--- src/rtl/alu_nzcv_pkg.sv ---
package alu_nzcv_pkg;

   typedef enum logic [1:0] {
      OP_ADD = 2'b00,
      OP_SUB = 2'b01,
      OP_AND = 2'b10,
      OP_OR  = 2'b11
   } alu_op_e;

   typedef struct packed {
      logic neg;
      logic zero;
      logic carry;
      logic ovf;
   } alu_flags_t;

   localparam int ADDER_RIPPLE = 0;
   localparam int ADDER_PREFIX = 1;

endpackage

--- src/rtl/alu_addsub.sv ---
module alu_addsub #(
   parameter int WIDTH       = 32,
   parameter int ADDER_STYLE = 1
) (
   input  logic [WIDTH-1:0] op_a,
   input  logic [WIDTH-1:0] op_b,
   input  logic             subtract,
   output logic [WIDTH-1:0] sum,
   output logic             carry_out
);
   import alu_nzcv_pkg::*;

   localparam int STAGES = (WIDTH > 1) ? $clog2(WIDTH) : 1;

   logic [WIDTH-1:0] b_eff;
   logic             cin;
   logic [WIDTH-1:0] gen0;
   logic [WIDTH-1:0] prop0;
   logic [WIDTH-1:0] carry_into;

   assign b_eff = op_b ^ {WIDTH{subtract}};
   assign cin   = subtract;
   assign gen0  = op_a & b_eff;
   assign prop0 = op_a ^ b_eff;

   generate
      if (ADDER_STYLE == ADDER_RIPPLE) begin : g_ripple
         logic [WIDTH:0] chain;
         assign chain[0] = cin;
         for (genvar i = 0; i < WIDTH; i++) begin : g_col
            assign chain[i+1] = gen0[i] | (prop0[i] & chain[i]);
         end
         assign carry_into = chain[WIDTH-1:0];
         assign carry_out  = chain[WIDTH];
      end else if (ADDER_STYLE == ADDER_PREFIX) begin : g_prefix
         logic [WIDTH-1:0] grp_g [0:STAGES];
         logic [WIDTH-1:0] grp_p [0:STAGES];
         assign grp_g[0] = gen0;
         assign grp_p[0] = prop0;
         for (genvar s = 1; s <= STAGES; s++) begin : g_lvl
            localparam int DIST = 1 << (s - 1);
            for (genvar i = 0; i < WIDTH; i++) begin : g_cell
               if (i >= DIST) begin : g_black
                  assign grp_g[s][i] = grp_g[s-1][i] | (grp_p[s-1][i] & grp_g[s-1][i-DIST]);
                  assign grp_p[s][i] = grp_p[s-1][i] & grp_p[s-1][i-DIST];
               end else begin : g_pass
                  assign grp_g[s][i] = grp_g[s-1][i];
                  assign grp_p[s][i] = grp_p[s-1][i];
               end
            end
         end
         assign carry_into[0] = cin;
         for (genvar i = 1; i < WIDTH; i++) begin : g_cin
            assign carry_into[i] = grp_g[STAGES][i-1] | (grp_p[STAGES][i-1] & cin);
         end
         assign carry_out = grp_g[STAGES][WIDTH-1] | (grp_p[STAGES][WIDTH-1] & cin);
      end else begin : g_bad_style
         $error("alu_addsub: ADDER_STYLE must be 0 or 1");
      end
   endgenerate

   assign sum = prop0 ^ carry_into;

   // the structural adder must agree with plain modular arithmetic.
   always_comb begin
      a_r1_adder_matches : assert ({carry_out, sum} ==
         ({1'b0, op_a} + {1'b0, b_eff} + {{WIDTH{1'b0}}, cin}))
         else $error("adder network disagrees with arithmetic sum");
   end

endmodule

--- src/rtl/alu_bitwise.sv ---
module alu_bitwise #(
   parameter int WIDTH = 32
) (
   input  logic [WIDTH-1:0] op_a,
   input  logic [WIDTH-1:0] op_b,
   input  logic             pick_or,
   output logic [WIDTH-1:0] out
);
   generate
      for (genvar i = 0; i < WIDTH; i++) begin : g_bit
         assign out[i] = pick_or ? (op_a[i] | op_b[i]) : (op_a[i] & op_b[i]);
      end
   endgenerate
endmodule

--- src/rtl/alu_flag_gen.sv ---
module alu_flag_gen #(
   parameter int WIDTH = 32
) (
   input  logic [1:0]       op,
   input  logic [WIDTH-1:0] res,
   input  logic             a_sign,
   input  logic             b_sign,
   input  logic             sum_sign,
   input  logic             adder_cout,
   output alu_nzcv_pkg::alu_flags_t flags
);
   logic is_arith;
   logic signs_agree;

   assign is_arith    = ~op[1];
   // Effective operand signs agree: same for add, opposite for subtract.
   assign signs_agree = ~(a_sign ^ b_sign ^ op[0]);

   assign flags.neg   = res[WIDTH-1];
   assign flags.zero  = ~|res;
   assign flags.carry = is_arith & adder_cout;
   assign flags.ovf   = is_arith & signs_agree & (a_sign ^ sum_sign);
endmodule

--- src/rtl/alu_nzcv.sv ---
module alu_nzcv #(
   parameter int WIDTH       = 32,
   parameter int ADDER_STYLE = 1
) (
   input  logic [WIDTH-1:0] a_in,
   input  logic [WIDTH-1:0] b_in,
   input  logic [1:0]       op_sel,
   output logic [WIDTH-1:0] result,
   output logic             flag_n,
   output logic             flag_z,
   output logic             flag_c,
   output logic             flag_v
);
   import alu_nzcv_pkg::*;

   localparam int MSB = WIDTH - 1;

   generate
      if (WIDTH < 2) begin : g_width_check
         $error("alu_nzcv: WIDTH must be at least 2");
      end
   endgenerate

   logic [WIDTH-1:0] sum;
   logic             cout;
   logic [WIDTH-1:0] logic_out;
   alu_flags_t       flags;

   alu_addsub #(.WIDTH(WIDTH), .ADDER_STYLE(ADDER_STYLE)) u_addsub (
      .op_a      (a_in),
      .op_b      (b_in),
      .subtract  (op_sel[0]),
      .sum       (sum),
      .carry_out (cout)
   );

   alu_bitwise #(.WIDTH(WIDTH)) u_bitwise (
      .op_a    (a_in),
      .op_b    (b_in),
      .pick_or (op_sel[0]),
      .out     (logic_out)
   );

   assign result = op_sel[1] ? logic_out : sum;

   alu_flag_gen #(.WIDTH(WIDTH)) u_flags (
      .op         (op_sel),
      .res        (result),
      .a_sign     (a_in[MSB]),
      .b_sign     (b_in[MSB]),
      .sum_sign   (sum[MSB]),
      .adder_cout (cout),
      .flags      (flags)
   );

   assign flag_n = flags.neg;
   assign flag_z = flags.zero;
   assign flag_c = flags.carry;
   assign flag_v = flags.ovf;

   always_comb begin
      // bitwise codes never report carry or overflow
      if (op_sel[1]) begin
         a_r11_logic_no_cv : assert (!flag_c && !flag_v)
            else $error("carry/overflow set on bitwise code");
      end
      // subtract carry is the unsigned no-borrow test
      if (op_sel == OP_SUB) begin
         a_r8_sub_carry : assert (flag_c == (a_in >= b_in))
            else $error("subtract carry disagrees with unsigned compare");
      end
      // overflow implies result sign differs from A
      if (flag_v) begin
         a_r9_ovf_sign : assert (result[MSB] != a_in[MSB])
            else $error("overflow with unchanged sign");
      end
      // AND result sign follows both operand signs
      if (op_sel == OP_AND) begin
         a_r5_and_sign : assert (flag_n == (a_in[MSB] & b_in[MSB]))
            else $error("sign flag wrong for AND");
      end
      // OR result is zero only for two zero operands
      if (op_sel == OP_OR) begin
         a_r6_or_zero : assert (flag_z == ((a_in == '0) && (b_in == '0)))
            else $error("zero flag wrong for OR");
      end
   end

endmodule

--- config.mk ---
export PLATFORM = sky130hd
export DESIGN_NAME = alu_nzcv
export DESIGN_NICKNAME = d
export VERILOG_FILES = /design/src/rtl/alu_nzcv_pkg.sv /design/src/rtl/alu_addsub.sv /design/src/rtl/alu_bitwise.sv /design/src/rtl/alu_flag_gen.sv /design/src/rtl/alu_nzcv.sv
export SDC_FILE = /design/constraint.sdc
export NUM_CORES = 1
export LEC_CHECK = 0
export BUFFER_PORTS_ARGS = -buffer_cell sky130_fd_sc_hd__clkbuf_2
export CAP_MARGIN = 20
export CORE_UTILIZATION = 45
export DETAILED_ROUTE_END_ITERATION = 16
export PLACE_DENSITY = 0.81
export SETUP_SLACK_MARGIN = 0.5
export SKIP_LAST_GASP = 1
export SYNTH_ARGS = -nofsm -noshare
export SYNTH_HDL_FRONTEND = slang
export SYNTH_SLANG_ARGS = --single-unit
export TNS_END_PERCENT = 1
--- constraint.sdc ---
create_clock -name vclk -period 11.05
set_input_delay 0 -clock vclk [all_inputs]
set_output_delay 0 -clock vclk [all_outputs]
set_load 0.05 [all_outputs]
==> results.py <==
metrics = {
    "run_status": {
        "outcome": "completed",
    },
    "setup_path": {
        "slowest_delay_ns": 0.70,
        "critPathBufInv": 3,
        "worstSetupPathType": "in2out",
        "cp_slowest_cell": "buf_4",
        "crit_path_end_kind": "output pin",
        "cpMostUsedCell": "a21oi_1",
        "worst_ep_arrival_time_ns": 4.29,
        "critPathTopFamily": "compound AO/OA/AOI/OAI gates",
        "cp_num_cells": 15,
        "cp_max_fo": 72,
        "worstPathRequired_ns": 11.05,
        "cp-start-kind": "primary input",
        "path_cells": "buf_2, buf_4, xor2_1, ha_1, a211oi_4, o31ai_4, a311oi_1, a21oi_1, a21oi_1, o21ai_0, o22ai_1, o41a_1, a2111o_1, nor4_2, clkbuf_2",
    },
    "die": {
        "rows": 30,
        "die_h_um": 86.35,
        "ios": 102,
        "initial_core_util": 0.4687,
        "die_area_mm2": 0.007456,
        "core_area_mm2": 0.006832,
        "die_w_um": 86.35,
    },
    "timing": {
        "worst_slack_ns": 6.756,
        "fin_tns_setup_ns": 0,
        "rsz0062_at_grt": "no",
        "fin_crit_sh": 0.3886,
        "slew_headroom": 0.3934,
        "final_max_slew_viol_count": 0,
        "period_needed_ns": 4.294,
        "fmaxAchievable_ghz": 0.2329,
        "hold_violations": 0,
        "tightest_slew_ns": 0.9098,
        "setup_violations": 0,
    },
    "global_routing": {
        "antenna_found_initial": 0,
        "grt_pass1_wl_um": 16080,
        "grt_use_total": 0.2587,
        "grt_pass1_vias": 3533,
        "grt-ovfl-total": 0,
        "grt_max_degree": 73,
    },
    "finish": {
        "drive_gt1_frac": 0.2143,
        "fin_nets": 650,
        "nClkBuffers": 0,
        "diodes": 0,
        "final-seq-area_um2": 0,
        "final_area_mm2": 0.003726,
        "flops_and_latches": 0,
        "final_util": 0.5454,
        "areaGrowthSynthToFinish_pct": 16.37,
    },
    "routing": {
        "wl_met2_um": 4667,
        "routed-via-count": 3887,
        "wl_um": 9832,
        "wl_per_cell_um": 15.31,
        "ant_nets": 0,
        "drt-initial-drc-count": 343,
        "dr_wl_met3_um": 766,
        "met1_length_um": 4230,
        "route.detailed.drc": 0,
        "viasPerCell": 6.055,
        "highest_layer": "met4",
        "first_pass_iters": 5,
    },
    "logic_synthesis": {
        "avgSynthCellArea_um2": 6.798,
        "synth_top_cell_by_area": "ha_1",
        "yosys.cell_types.count": 69,
        "seq_area_frac_synth": 0,
        "syn_nets": 573,
        "synth_cells": 471,
        "ys_warn_count": 0,
        "yosys.area.top_type_share": 0.1407,
        "synthTopCellsByArea": "ha_1, xor2_1, a21oi_1",
        "synthesis.area_mm2": 0.003202,
    },
    "clocking": {
        "cts_hold_buf": 0,
        "post-cts-setup-buffers": 0,
        "cts-resized-gates": 0,
    },
    "pwr": {
        "power.leakage_nw": 1.702,
        "ir_drop_uv": 74.21,
        "power_density_mw_per_mm2": 99.47,
        "p_total_w": 0.0003706,
    },
    "flow_run": {
        "cap_violations": 0,
    },
    "placed_design": {
        "gp_congestion": 0.9245,
        "dp_hpwl_um": 7903,
        "portBuffers": 102,
        "place_ws_ns": 6.835,
        "place_area_mm2": 0.003726,
    },
    "hold_path": {
        "holdPathStages": 4,
        "hold_path_class": "in2out",
    },
}
[synth_stat cells (5+ instances only)]
library cell	n
a21o_1	15
o21a_1	8
a21boi_0	5
nor2_1	34
nand4_1	5
xor2_1	44
buf_1	6
and3_1	7
ha_1	36
a21oi_1	49
maj3_1	22
o21ai_0	32
nand3_1	10
a221oi_1	5
xnor2_1	11
inv_1	13
a31oi_1	8
o211ai_1	5
nor3_1	9
nand2_1	48
clkbuf_1	20
nor4_1	6
[layer usage]
layer,up-vias,track usage
met4,0,0.04848
li1,1919,-
met3,20,0.01810
met2,185,0.4690
met5,-,0
met1,1763,0.3370
[logic make-up after synthesis]
kind of cell             count (synthesis)  share of synthesized area
AO/OA/AOI/OAI                          173                     0.3630
adder cells (fa/ha/maj)                 58                     0.2095
buffers and inverters                   42                    0.05314
AND/OR/NAND/NOR                        141                     0.2157
XOR/XNOR                                56                     0.1555
multiplexers                             1                   0.003126
[where the power goes]
part           total (W)  switching, W  internal [W]
Sequential             0             0             0
Clock                  0             0             0
Combinational   0.000371      0.000251      0.000120
[final timing paths]
kind                       from          to  slack [ns]
worst min-delay path   b_in[14]  result[14]        0.50
worst max-delay path  op_sel[0]      flag_z        6.76
[cell type report]
type	count	area [µm²]
Fill cell	713	3105
Tap cell	96	120.1
Timing Repair Buffer	104	525.5
Multi-Input combinational cell	429	3032
Inverter	13	48.80
[through the flow]
stage | cells | hold slack [ns]
final | 642 | 0.5021
after global routing | 642 | 0.5217
after CTS | 642 | 0.5084
after detailed placement | 642 | 0.5094
after global placement | 642 | 0.5047
after floorplan | 471 | 0.2866
[cells in the final DEF (no fill, tap or decap), types with 3 or more instances in the layout]
cell type	netlist	layout
maj3_1	22	22
inv_1	13	13
nor4_1	6	6
nand2b_1	3	3
xor2_1	44	44
ha_1	36	36
o2111ai_1	3	3
a21oi_1	49	49
clkbuf_2	0	101
nand4_1	5	5
a211oi_1	4	4
nor3_1	9	9
nand2_1	48	48
o21a_1	8	8
xnor2_1	11	11
a31oi_1	8	8
o31ai_1	4	4
nor3b_1	3	3
o22ai_1	4	4
and3_1	7	7
a221oi_1	5	5
a21boi_0	5	5
nand3_1	10	10
o211ai_1	5	5
nor2_1	34	34
o21ai_0	32	32
a21o_1	15	15
Note: power is estimated with default switching activity, not from simulation.
